==> src/rtl/skid_stage_pkg.sv <==
package skid_stage_pkg;

  localparam int CNT_W = 8;

  typedef enum logic [2:0] {
    ST_IDLE       = 3'd0,
    ST_RUN        = 3'd1,
    ST_BLOCKED    = 3'd2,
    ST_UNBLOCKING = 3'd3,
    ST_SQUASHING  = 3'd4
  } stageState_e;

  // Strobes from control to datapath for one cycle.
  typedef struct packed {
    logic             flush;     // empty the skid buffer
    logic             fromSkid;  // output lanes read from skid head
    logic [CNT_W-1:0] outCnt;    // number of output lanes valid
    logic [CNT_W-1:0] popCnt;    // entries removed from skid head
    logic [CNT_W-1:0] pushStart; // first compacted live entry to store
    logic [CNT_W-1:0] pushCnt;   // number of compacted live entries to store
  } dpCtl_t;

endpackage

==> src/rtl/skid_stage_ctrl.sv <==
module skid_stage_ctrl
  import skid_stage_pkg::*;
#(
  parameter int W    = 2,
  parameter int NSRC = 3
) (
  input  logic             clk,
  input  logic             rstN,
  input  logic [NSRC-1:0]  blockReq,
  input  logic [NSRC-1:0]  unblockReq,
  input  logic             squashCmd,
  input  logic             squashHold,
  input  logic [CNT_W-1:0] liveCnt,
  input  logic [CNT_W-1:0] skidCnt,
  output dpCtl_t           ctl,
  output logic             upBlock,
  output logic             upUnblock,
  output stageState_e      state
);

  localparam logic [CNT_W-1:0] WC = CNT_W'(W);

  stageState_e stateQ, nextState, decState;
  logic [NSRC-1:0] stallQ, stallUpd;
  logic anyStall;
  logic [CNT_W-1:0] drainN, fwdN, remain;

  assign stallUpd = (stallQ | blockReq) & ~unblockReq;
  assign anyStall = |stallUpd;
  assign drainN   = (skidCnt < WC) ? skidCnt : WC;
  assign fwdN     = (liveCnt < WC) ? liveCnt : WC;
  assign remain   = skidCnt - drainN + liveCnt;

  always_comb begin
    ctl       = '0;
    nextState = stateQ;
    decState  = stateQ;
    upBlock   = 1'b0;
    upUnblock = 1'b0;
    if (squashCmd || squashHold) begin
      ctl.flush = 1'b1;
      nextState = ST_SQUASHING;
      upUnblock = (stateQ == ST_BLOCKED) || (stateQ == ST_UNBLOCKING);
    end else if (anyStall) begin
      ctl.pushCnt = liveCnt;
      upBlock     = (stateQ != ST_BLOCKED);
      nextState   = ST_BLOCKED;
    end else begin
      if (stateQ == ST_BLOCKED) begin
        if (skidCnt == '0) begin
          upUnblock = 1'b1;
          decState  = ST_RUN;
        end else begin
          decState = ST_UNBLOCKING;
        end
      end else if (stateQ == ST_SQUASHING) begin
        decState = ST_RUN;
      end

      if (decState == ST_UNBLOCKING) begin
        ctl.fromSkid = 1'b1;
        ctl.outCnt   = drainN;
        ctl.popCnt   = drainN;
        ctl.pushCnt  = liveCnt;
        if (remain == '0) begin
          upUnblock = 1'b1;
          nextState = ST_RUN;
        end else begin
          nextState = ST_UNBLOCKING;
        end
      end else begin
        ctl.outCnt = fwdN;
        if (liveCnt > WC) begin
          ctl.pushStart = WC;
          ctl.pushCnt   = liveCnt - WC;
          nextState     = ST_BLOCKED;
          // Resume and stop in one cycle cancel: upstream stays stopped.
          if (upUnblock) upUnblock = 1'b0;
          else           upBlock   = 1'b1;
        end else begin
          nextState = decState;
        end
      end
    end
  end

  always_ff @(posedge clk) begin
    if (!rstN) begin
      stateQ <= ST_IDLE;
      stallQ <= '0;
    end else begin
      stateQ <= nextState;
      stallQ <= stallUpd;
    end
  end

  assign state = stateQ;

endmodule

==> src/rtl/skid_stage_dp.sv <==
module skid_stage_dp
  import skid_stage_pkg::*;
#(
  parameter int FW    = 4,
  parameter int W     = 2,
  parameter int DW    = 8,
  parameter int DEPTH = 6
) (
  input  logic                 clk,
  input  logic                 rstN,
  input  logic [FW-1:0]        inValid,
  input  logic [FW-1:0]        inKill,
  input  logic [FW-1:0][DW-1:0] inData,
  input  dpCtl_t               ctl,
  output logic [CNT_W-1:0]     liveCnt,
  output logic [CNT_W-1:0]     skidCnt,
  output logic [W-1:0]         outValid,
  output logic [W-1:0][DW-1:0] outData,
  output logic                 overflowErr
);

  localparam int PW = (DEPTH > 1) ? $clog2(DEPTH) : 1;
  localparam logic [CNT_W:0]   DEPTH_X = (CNT_W+1)'(DEPTH);
  localparam logic [CNT_W-1:0] DEPTH_C = CNT_W'(DEPTH);

  function automatic logic [PW-1:0] wrapAdd(input logic [PW-1:0] p,
                                            input logic [CNT_W-1:0] off);
    logic [CNT_W:0] s;
    s = (CNT_W+1)'(p) + (CNT_W+1)'(off);
    if (s >= DEPTH_X) s = s - DEPTH_X;
    return s[PW-1:0];
  endfunction

  logic [DW-1:0] mem [DEPTH];
  logic [PW-1:0] rdPtr, wrPtr;
  logic [CNT_W-1:0] countQ;
  logic ovfQ;

  logic [FW-1:0] live;
  logic [FW-1:0][CNT_W-1:0] rank;
  logic [FW-1:0][DW-1:0] liveData, pushData;
  logic [FW-1:0][PW-1:0] wrIdx;
  logic [W-1:0][PW-1:0]  rdIdx;
  logic [CNT_W-1:0] kept, room, nWrite;

  assign live = inValid & ~inKill;

  // Compact live entries toward slot 0, keeping arrival order.
  always_comb begin
    logic [CNT_W-1:0] run;
    run = '0;
    for (int i = 0; i < FW; i++) begin
      rank[i] = run;
      run     = run + CNT_W'(live[i]);
    end
    liveCnt = run;
  end

  always_comb begin
    liveData = '0;
    for (int k = 0; k < FW; k++)
      for (int i = 0; i < FW; i++)
        if (live[i] && rank[i] == CNT_W'(k)) liveData[k] = inData[i];
  end

  always_comb begin
    pushData = '0;
    for (int k = 0; k < FW; k++)
      for (int m = 0; m < FW; m++)
        if (CNT_W'(m) == ctl.pushStart + CNT_W'(k)) pushData[k] = liveData[m];
  end

  assign kept   = countQ - ctl.popCnt;
  assign room   = DEPTH_C - kept;
  assign nWrite = (ctl.pushCnt > room) ? room : ctl.pushCnt;

  for (genvar k = 0; k < FW; k++) begin : g_wr
    assign wrIdx[k] = wrapAdd(wrPtr, CNT_W'(k));
  end

  for (genvar j = 0; j < W; j++) begin : g_lane
    assign rdIdx[j]    = wrapAdd(rdPtr, CNT_W'(j));
    assign outValid[j] = (CNT_W'(j) < ctl.outCnt);
    if (j < FW) begin : g_direct
      assign outData[j] = ctl.fromSkid ? mem[rdIdx[j]] : liveData[j];
    end else begin : g_skidonly
      assign outData[j] = ctl.fromSkid ? mem[rdIdx[j]] : '0;
    end
  end

  always_ff @(posedge clk) begin
    if (!ctl.flush)
      for (int k = 0; k < FW; k++)
        if (CNT_W'(k) < nWrite) mem[wrIdx[k]] <= pushData[k];
  end

  always_ff @(posedge clk) begin
    if (!rstN) begin
      rdPtr  <= '0;
      wrPtr  <= '0;
      countQ <= '0;
      ovfQ   <= 1'b0;
    end else if (ctl.flush) begin
      rdPtr  <= '0;
      wrPtr  <= '0;
      countQ <= '0;
    end else begin
      rdPtr  <= wrapAdd(rdPtr, ctl.popCnt);
      wrPtr  <= wrapAdd(wrPtr, nWrite);
      countQ <= kept + nWrite;
      if (ctl.pushCnt > room) ovfQ <= 1'b1;
    end
  end

  assign skidCnt     = countQ;
  assign overflowErr = ovfQ;

endmodule

==> src/rtl/skid_stage.sv <==
module skid_stage
  import skid_stage_pkg::*;
#(
  parameter int FW  = 4,
  parameter int W   = 2,
  parameter int LAT = 1,
  parameter int DW  = 8
) (
  input  logic                  clk,
  input  logic                  rstN,
  input  logic [FW-1:0]         inValid,
  input  logic [FW-1:0]         inKill,
  input  logic [FW-1:0][DW-1:0] inData,
  input  logic [2:0]            blockReq,
  input  logic [2:0]            unblockReq,
  input  logic                  squashCmd,
  input  logic                  squashHold,
  output logic [W-1:0]          outValid,
  output logic [W-1:0][DW-1:0]  outData,
  output logic                  upBlock,
  output logic                  upUnblock,
  output logic                  stageActive,
  output logic                  overflowErr,
  output logic [2:0]            stateOut
);

  localparam int DEPTH = LAT * FW + W;

  dpCtl_t ctl;
  stageState_e state;
  logic [CNT_W-1:0] liveCnt, skidCnt;

  skid_stage_ctrl #(.W(W), .NSRC(3)) ctrl_i (
    .clk(clk), .rstN(rstN), .blockReq(blockReq), .unblockReq(unblockReq),
    .squashCmd(squashCmd), .squashHold(squashHold), .liveCnt(liveCnt),
    .skidCnt(skidCnt), .ctl(ctl), .upBlock(upBlock), .upUnblock(upUnblock),
    .state(state)
  );

  skid_stage_dp #(.FW(FW), .W(W), .DW(DW), .DEPTH(DEPTH)) dp_i (
    .clk(clk), .rstN(rstN), .inValid(inValid), .inKill(inKill),
    .inData(inData), .ctl(ctl), .liveCnt(liveCnt), .skidCnt(skidCnt),
    .outValid(outValid), .outData(outData), .overflowErr(overflowErr)
  );

  assign stateOut    = state;
  assign stageActive = (state == ST_UNBLOCKING);

endmodule

==> config.mk <==
export PLATFORM = sky130hd
export DESIGN_NAME = skid_stage
export DESIGN_NICKNAME = d
export VERILOG_FILES = /design/src/rtl/skid_stage_pkg.sv /design/src/rtl/skid_stage_ctrl.sv /design/src/rtl/skid_stage_dp.sv /design/src/rtl/skid_stage.sv
export SDC_FILE = /design/constraint.sdc
export NUM_CORES = 1
export LEC_CHECK = 0
export ABC_AREA = 1
export BUFFER_PORTS_ARGS = -buffer_cell sky130_fd_sc_hd__buf_2
export CORE_ASPECT_RATIO = 0.6
export CORE_MARGIN = 2
export CORE_UTILIZATION = 63
export DETAILED_ROUTE_END_ITERATION = 10
export PLACE_DENSITY = 0.83
export SETUP_SLACK_MARGIN = 0.02
export SKIP_CTS_REPAIR_TIMING = 1
export SYNTH_ARGS = -nofsm -noshare
export SYNTH_HDL_FRONTEND = slang
export SYNTH_SLANG_ARGS = --single-unit
export TNS_END_PERCENT = 50
==> constraint.sdc <==
create_clock -name clk -period 8.4 [get_ports clk]
set_input_delay 1.68 -clock clk [delete_from_list [all_inputs] [get_ports clk]]
set_output_delay 1.68 -clock clk [all_outputs]
set_load 0.01 [all_outputs]
==> flow_summary_export.csv, run 1 <==
group,metric,value,unit
detailed_routing,drc,0,
run_status,status,"finished clean",
setup_path,cp_common_cell,"nand2_1",
finish,nets,1564,
timing,fin_setup_tns,0,ns
synth,ys_async_sr_fraction,0,
detailed_routing,wl_per_cell,19.4,µm
finish,fill_cells,1275,
timing,worst_slew_pin_slew,1.27,ns
setup_path,path_max_fanout,10,
synth,yosys_warnings,0,
clock_tree,cts_buffers,9,
synth,seq_area_frac_synth,0.206,
place,dp_slack,0.252,ns
detailed_routing,final_antenna_net_count,0,
setup_path,worst-endpoint-arrival,7.86,ns
synth,synth_common_cells,"nand2_1, nand3_1, inv_1",
timing,maxSlewHeadroom,0.143,
worst_hold_path,hold_class,"flop to flop",
synth,netlist_area,9060,µm²
die,io_pins,75,
synth,yosysTopAreaCellShare,0.159,
timing,finalSetupViolCount,0,
place,port-buffer-count,74,
detailed_routing,firstDrtPassIters,7,
die,die_x,159,µm
die,core,13800,µm²
pwr,power.total,4.51,mW
global_routing,grt_pass1_vias,9513,
setup_path,cp.required,8.62,ns
place,place_congestion,1.03,
global_routing,grt_pass1_wl,50800,µm
finish,fin_util,0.709,
clock_tree,clk_latency,0.35,ns
finish,num_antenna_cells,0,
timing,period_needed,7.65,ns
synth,synth_ff_type,"edfxtp_1",
global_routing,antenna_found_initial,0,
finish,area_growth,8.21,%
clock_tree,cts_tree,"built",
timing,max_freq,131,MHz
detailed_routing,num_vias,10600,
finish,drive_above_1_share,0.127,
synth,avgSynthCellArea,6.44,µm²
timing,finalCritPeriodShare,0.911,
detailed_routing,drtIter0Drc,1844,
pwr,power.density,460,nW/µm²
setup_path,worst-setup-path-type,"input pin to flop",
synth,ys_ff_latch,69,
detailed_routing,drt_wl_total,31800,µm
die,start_util,0.655,
timing,whs,0.478,ns
synth,synth.distinct_cells,53,
timing,hold_viol,0,
clock_tree,clock_path_buffers,2,
synth,yosysMostFrequentCell,"nand2_1",
clock_tree,cts-root-buf,"clkbuf_16",
timing,drv_slew,0,
pwr,p_leak,4.71,nW
synth,synth_area_leaders,"edfxtp_1, nand2_1, nand3_1",
die,die_area,15400,µm²
setup_path,start_kind,"input pin",
synth,synth_edf_count,48,
clock_tree,cts.sinks,69,
pwr,vdd_drop_max,1.17,mV
die,num_rows,33,
synth,yosysTopAreaCell,"edfxtp_1",
timing,setup_ws,0.751,ns
global_routing,globalRouteOverflowTotal,0,
place,place_hpwl,25200,µm
detailed_routing,via_per_inst,6.45,
die,fp.dieH,96.9,µm
setup_path,slowest_delay,0.57,ns
clock_tree,htreeDepth,3,
global_routing,grt_max_degree,110,
setup_path,slowest_stage,"fa_1",
timing,rsz0062_at_grt,"false",
run,cap_violations,0,
global_routing,grt_usage,0.417,
setup_path,end_kind,"flop",
clock_tree,path_clk_slew,0.07,ns
timing,skew,0.0119,ns
synth,synth_cells,1406,
[layout by cell type, fill, tap and decap left out, types with 16 or more instances in the layout]
master / netlist / final
ha_1: 60 / 60
nand2_1: 376 / 376
nand4_1: 102 / 102
dfxtp_1: 21 / 21
o21ai_0: 59 / 59
nor2_1: 85 / 84
inv_1: 158 / 158
a21oi_1: 51 / 51
edfxtp_1: 48 / 48
o211ai_1: 33 / 33
a31oi_1: 18 / 18
nand2_2: 16 / 16
nand3_1: 166 / 166
buf_2: 11 / 74
nand3_2: 18 / 18
[worst max-delay path, delay by kind of cell]
family | cells | cell delay (ns)
buffers and inverters | 6 | 0.52
XOR/XNOR | 1 | 0.26
adder cells (fa/ha/maj) | 6 | 1.92
AO/OA/AOI/OAI | 5 | 0.99
AND/OR/NAND/NOR | 18 | 2.48
[state kept, by name, summed over array words and instances (netlist names)]
register	cells
dp_i.mem	48
dp_i.skidCnt	8
ctrl_i.stallQ	3
ctrl_i.state	3
dp_i.rdPtr	3
dp_i.wrPtr	3
dp_i.overflowErr	1
[kinds of logic (layout without fill, tap and decap cells)]
| kind of cell | Yosys count | after routing | synth area share |
|---|---|---|---|
| flops | 69 | 69 | 0.206 |
| simple gates | 809 | 809 | 0.431 |
| buf+inv | 226 | 268 | 0.0968 |
| xor+xnor | 17 | 17 | 0.0173 |
| other cells | 2 | 4 | 0.000829 |
| fa+ha+maj | 69 | 69 | 0.103 |
| compound gates | 214 | 214 | 0.146 |
[power breakdown]
part           internal (mW)  total (mW)  switching (mW)
sequential             0.541       0.615          0.0732
combinational          0.941        3.50            2.56
clock                  0.211       0.393           0.182
[routing by layer]
metal,global-route usage,vias up,wire [µm]
met3,0.169,62,6390
met2,0.545,855,11500
met4,0.0741,0,535
li1,-,4924,-
met1,0.634,4745,13400
met5,0,-,0
[area by class of cell]
| class | count | area, µm² | share of cell area |
|---|---|---|---|
| multi-input cells | 1113 | 6340 | 0.647 |
| flip-flops and latches | 69 | 1860 | 0.190 |
| inverters | 172 | 646 | 0.0659 |
| repair buffers | 80 | 415 | 0.0424 |
| well taps | 192 | 240 | 0.0245 |
| clock buffers | 9 | 225 | 0.0230 |
| clock inverters | 7 | 68.8 | 0.00702 |
[through the flow]
stage | area, µm² | cells
CTS | 9790 | 1642
finish | 9800 | 1642
detailed placement | 9500 | 1626
global placement | 9500 | 1626
global route | 9800 | 1642
floorplan | 9060 | 1408
[final timing paths]
path | slack, ns | depth (start not counted) | to | start
worst max register to register | 1.49 | 37 | dp_i.wrPtr[2]$_SDFF_PP0_ | dp_i.skidCnt[7]$_SDFF_PP0_
worst min-delay path | 0.48 | 2 | dp_i.overflowErr$_SDFFE_PN0P_ | dp_i.overflowErr$_SDFFE_PN0P_
worst max-delay path | 0.75 | 36 | dp_i.wrPtr[2]$_SDFF_PP0_ | blockReq[2]
worst min register to register | 0.48 | 2 | dp_i.overflowErr$_SDFFE_PN0P_ | dp_i.overflowErr$_SDFFE_PN0P_
Note: power is estimated with default switching activity, not from simulation.
==> run 2, diff against run 1 <==
- CORE_UTILIZATION: 63 -> 40
- PLACE_DENSITY: 0.83 -> not set
==> run 2 against run 1 <==
  * Critical path depth rose by 1
  * Maximum frequency fell by 2.0%
  * Core utilization shrank 26 points
  * First-iteration DRC count down 28%
  * Clock power is 8.7% higher
  * Die area is 55% higher
  * Sequential power is 3% higher
  * Clock skew hardly changed
  * Non-clock buffer count grew 3
  * Register-to-register slack got worse by 0.18 ns
  * Largest cell class unchanged
  * Largest power group unchanged
==> flow_summary_export.csv, run 2 (same netlist as run 1, synthesis figures left out) <==
group,metric,value,unit
die,die_area,23900,µm²
finish,final_cells,1761,
setup_path,worst-endpoint-arrival,8.03,ns
clock_tree,htreeDepth,3,
clock_tree,clk_latency,0.36,ns
setup_path,cp-endpoint,"dp_i.wrPtr[1]$_SDFF_PP0_",
pwr,p_leak,4.73,nW
clock_tree,cts.sinks,69,
detailed_routing,via_per_inst,5.77,
detailed_routing,num_vias,10200,
global_routing,globalRouteOverflowTotal,0,
die,start_util,0.409,
setup_path,slowest_delay,0.58,ns
timing,max_freq,128,MHz
global_routing,grt_pass1_vias,8872,
finish,largest_reg_flops,48,
clock_tree,cts_tree,"built",
detailed_routing,wl_met3,5050,µm
timing,setup_ws,0.594,ns
clock_tree,cts_buffers,9,
die,io_pins,75,
timing,maxSlewHeadroom,0.166,
timing,finalSetupViolCount,0,
setup_path,worst-setup-path-type,"input pin to flop",
clock_tree,cts-root-buf,"clkbuf_16",
timing,fin_setup_tns,0,ns
place,port-buffer-count,74,
setup_path,rr_startpoint,"dp_i.skidCnt[4]$_SDFF_PP0_",
setup_path,cp.required,8.62,ns
global_routing,grt_pass1_wl,52400,µm
global_routing,grt_max_degree,77,
detailed_routing,drt-met1-wl,17400,µm
setup_path,path_max_fanout,10,
finish,nets,1567,
setup_path,timing.rr.end,"dp_i.wrPtr[1]$_SDFF_PP0_",
detailed_routing,firstDrtPassIters,8,
pwr,power.total,4.53,mW
setup_path,reg2reg_depth,38,
setup_path,critPathLaunch,"blockReq[2]",
setup_path,end_kind,"flop",
finish,area_growth,10.3,%
die,core,22100,µm²
detailed_routing,final_antenna_net_count,0,
pwr,power.density,454,nW/µm²
global_routing,grt_usage,0.293,
place,place_hpwl,28100,µm
clock_tree,path_clk_slew,0.07,ns
detailed_routing,met2WireLength,11800,µm
die,num_rows,42,
global_routing,antenna_found_initial,0,
detailed_routing,drc,0,
detailed_routing,wl_per_cell,19.6,µm
die,fp.dieH,121,µm
clock_tree,clock_path_buffers,2,
finish,drive_above_1_share,0.127,
finish,layout_commonest_cell,"nand2_1",
timing,hold_viol,0,
setup_path,cp_common_cell,"nand2_1",
setup_path,ff2ff_setup_slack,1.31,ns
place,numPlacedInstances,1745,
die,die_x,198,µm
worst_hold_path,hold_class,"flop to flop",
finish,num_antenna_cells,0,
run,cap_violations,0,
finish,final_cell_mix,"nand2_1, nand3_1, inv_1",
timing,skew,0.0118,ns
finish,fill_cells,2307,
timing,drv_slew,0,
run_status,status,"finished clean",
timing,period_needed,7.81,ns
place,place_congestion,0.965,
setup_path,slowest_stage,"fa_1",
setup_path,start_kind,"input pin",
timing,finalCritPeriodShare,0.929,
finish,fin_util,0.451,
detailed_routing,drt_wl_total,34600,µm
place,dp_slack,0.361,ns
timing,rsz0062_at_grt,"false",
timing,worst_slew_pin_slew,1.24,ns
detailed_routing,top_layer,"met4",
pwr,vdd_drop_max,0.663,mV
detailed_routing,drtIter0Drc,1325,
run 2: layer usage:
metal	GRT usage	vias up
met1	0.476	4657
met3	0.108	30
met5	0	-
met2	0.350	542
met4	0.0503	0
li1	-	4929
run 2: worst min path at each step:
stage	startpoint	endpoint	slack, ns	cells after the start
6_report	ctrl_i.stallQ[0]$_SDFF_PN0_	ctrl_i.stallQ[0]$_SDFF_PN0_	0.51	2
5_1_grt	ctrl_i.stallQ[2]$_SDFF_PN0_	ctrl_i.stallQ[2]$_SDFF_PN0_	0.57	2
4_1_cts	ctrl_i.stallQ[2]$_SDFF_PN0_	ctrl_i.stallQ[2]$_SDFF_PN0_	0.52	2
3_5_place_dp	ctrl_i.stallQ[0]$_SDFF_PN0_	ctrl_i.stallQ[0]$_SDFF_PN0_	0.51	2
3_3_place_gp	ctrl_i.stallQ[1]$_SDFF_PN0_	ctrl_i.stallQ[1]$_SDFF_PN0_	0.49	2
2_1_floorplan	ctrl_i.stallQ[0]$_SDFF_PN0_	ctrl_i.stallQ[0]$_SDFF_PN0_	0.48	2
run 2: per-stage QoR:
stage	hold slack (ns)	cell area, µm²
floorplan	0.478	9060
global placement	0.492	9660
detailed placement	0.506	9660
CTS	0.520	9990
global route	0.567	9990
finish	0.510	9990
run 2: layout make-up:
| cell class | count | area (µm²) | area share |
|---|---|---|---|
| Tap cell | 308 | 385 | 0.0386 |
| Multi-Input combinational cell | 1113 | 6330 | 0.634 |
| Inverter | 172 | 646 | 0.0646 |
| Clock buffer | 10 | 229 | 0.0229 |
| Clock inverter | 6 | 93.8 | 0.00940 |
| Sequential cell | 69 | 1860 | 0.186 |
| Timing Repair Buffer | 83 | 438 | 0.0438 |
run 2: critical path, delay by kind of cell:
| family | cells | cell delay, ns |
|---|---|---|
| and+or+nand+nor | 19 | 2.58 |
| AOI/OAI and AO/OA | 5 | 1.07 |
| adders and majority gates | 6 | 2.00 |
| buffers and inverters | 7 | 0.69 |
run 2: report_power, final:
group	internal, mW	switching [mW]	leakage (nW)
Combinational	0.956	2.52	3.96
Sequential	0.542	0.0885	0.617
Clock	0.263	0.164	0.154
Total	1.76	2.77	4.73
==> run 3, diff against run 2 <==
- CELL_PAD_IN_SITES_DETAIL_PLACEMENT: not set -> 1
- CELL_PAD_IN_SITES_GLOBAL_PLACEMENT: not set -> 2
- CORE_UTILIZATION: 40 -> 34
- PLACE_DENSITY_LB_ADDON: not set -> 0.1
==> run 3 against run 2 <==
  * Critical path depth down 20
  * Maximum frequency down 0.20%
  * Clock power up 4%
  * Core utilization shrank 6.7 points
  * Via count rose by 1.1%
  * Setup slack worse by 0.016 ns
  * Non-clock buffer count rose by 6
  * Hold slack got worse by 0.012 ns
  * Sequential power about the same
==> flow_summary_export.csv, run 3 (same netlist as run 1, synthesis figures left out) <==
group,metric,value,unit
place,port-buffer-count,74,
place,numPlacedInstances,1803,
finish,largest_reg_flops,48,
detailed_routing,drtIter0Drc,908,
detailed_routing,drt_wl_total,39700,µm
global_routing,antenna_found_initial,1,
setup_path,path_delay_family,"adder cells",
global_routing,grt_pass1_vias,9551,
finish,fill_cells,3473,
place,place_area,9770,µm²
timing,worst_slew_pin_slew,1.14,ns
setup_path,slowest_stage,"fa_1",
run,cap_violations,0,
clock_tree,cts_tree,"built",
die,die_x,215,µm
place,dp_slack,0.232,ns
clock_tree,cts-root-buf,"clkbuf_16",
detailed_routing,final_antenna_net_count,0,
clock_tree,htreeDepth,3,
setup_path,path_max_fanout,5,
place,place_hpwl,32500,µm
finish,drive_above_1_share,0.132,
setup_path,end_kind,"primary output",
timing,max_freq,128,MHz
setup_path,cp_common_cell,"fa_1",
setup_path,path_cells,"buf_2 -> nor2_1 -> fa_1 -> ha_1 -> fa_1 -> inv_1 -> fa_1 -> fa_1 -> nand3b_1 -> and2_1 -> nand2_1 -> o2111ai_1 -> a211o_1 -> o21ai_0 -> nand3_1 -> a21oi_1 -> buf_2",
worst_hold_path,hold_class,"flop to flop",
timing,setup_ws,0.578,ns
clock_tree,path_clk_slew,0.07,ns
setup_path,start_kind,"input pin",
timing,period_needed,7.82,ns
finish,layout_commonest_cell,"nand2_1",
timing,rsz0062_at_grt,"false",
setup_path,worst-setup-path-type,"input pin to primary output",
global_routing,grt_pass1_wl,59900,µm
finish,area_growth,11.5,%
detailed_routing,num_vias,10300,
setup_path,worst-endpoint-arrival,6.14,ns
place,place_congestion,0.891,
finish,nets,1573,
clock_tree,clk_latency,0.35,ns
detailed_routing,firstDrtPassIters,5,
setup_path,path_depth,17,
global_routing,globalRouteOverflowTotal,0,
setup_path,cp.required,6.72,ns
finish,final_cells,1819,
finish,final_cell_area,10100,µm²
timing,drv_slew,0,
die,fp.dieH,130,µm
worst_hold_path,hold_depth,2,
timing,fin_setup_tns,0,ns
global_routing,grt_max_degree,95,
global_routing,grt_usage,0.283,
setup_path,slowest_delay,0.56,ns
timing,skew,0.00847,ns
finish,final_cell_mix,"nand2_1, nand3_1, inv_1",
timing,finalCritPeriodShare,0.931,
detailed_routing,via_per_inst,5.64,
detailed_routing,wl_per_cell,21.8,µm
pwr,vdd_drop_max,0.559,mV
timing,maxSlewHeadroom,0.235,
die,die_area,28000,µm²
setup_path,reg2reg_depth,38,
detailed_routing,drc,0,
die,num_rows,46,
run_status,status,"finished clean",
clock_tree,cts_buffers,9,
timing,finalSetupViolCount,0,
clock_tree,cts.sinks,69,
setup_path,critPathBufInv,3,
pwr,p_leak,4.76,nW
die,io_pins,75,
die,start_util,0.344,
finish,num_antenna_cells,0,
die,core,26300,µm²
timing,hold_viol,0,
pwr,power.density,466,nW/µm²
clock_tree,clock_path_buffers,2,
## run 3: routing by layer
metal | vias up | track usage | part of all wire
li1 | 4932 | - | -
met1 | 4942 | 0.477 | 0.56
met2 | 374 | 0.355 | 0.35
met3 | 17 | 0.0574 | 0.083
met4 | 0 | 0.0380 | 0.0071
met5 | - | 0 | 0
## run 3: cell type report
type | count | area, µm² | area share
well taps | 360 | 450 | 0.0446
clock inverters | 7 | 98.8 | 0.00978
multi-input cells | 1113 | 6340 | 0.627
flip-flops and latches | 69 | 1860 | 0.184
inverters | 172 | 646 | 0.0639
repair buffers | 89 | 483 | 0.0478
clock buffers | 9 | 225 | 0.0223
## run 3: power breakdown
part / total, mW / internal, mW / switching, mW
registers: 0.630 / 0.541 / 0.0886
clock network: 0.442 / 0.262 / 0.180
logic: 3.63 / 1.00 / 2.63
## run 3: tightest hold or removal path, delay by kind of cell (launching register included)
kind / cells / cell delay (ns)
flip-flops: 1 / 0.32
AO/OA/AOI/OAI: 1 / 0.08
AND/OR/NAND/NOR: 1 / 0.06
## run 3: path summary, 6_finish.rpt
| kind | from | end | slack [ns] |
|---|---|---|---|
| worst max-delay path | inKill[1] | upUnblock | 0.58 |
| worst min-delay path | dp_i.overflowErr$_SDFFE_PN0P_ | dp_i.overflowErr$_SDFFE_PN0P_ | 0.50 |
| worst max register to register | dp_i.skidCnt[4]$_SDFF_PP0_ | dp_i.wrPtr[1]$_SDFF_PP0_ | 1.23 |
| worst min register to register | dp_i.overflowErr$_SDFFE_PN0P_ | dp_i.overflowErr$_SDFFE_PN0P_ | 0.50 |
## run 3: stage by stage
step	total power [mW]	utilization	hold slack, ns
after floorplan	3.33	-	0.478
after global placement	4.15	0.372	0.502
after detailed placement	4.20	0.372	0.499
after CTS	4.67	0.384	0.514
after global routing	5.11	0.384	0.541
final	4.71	0.384	0.498
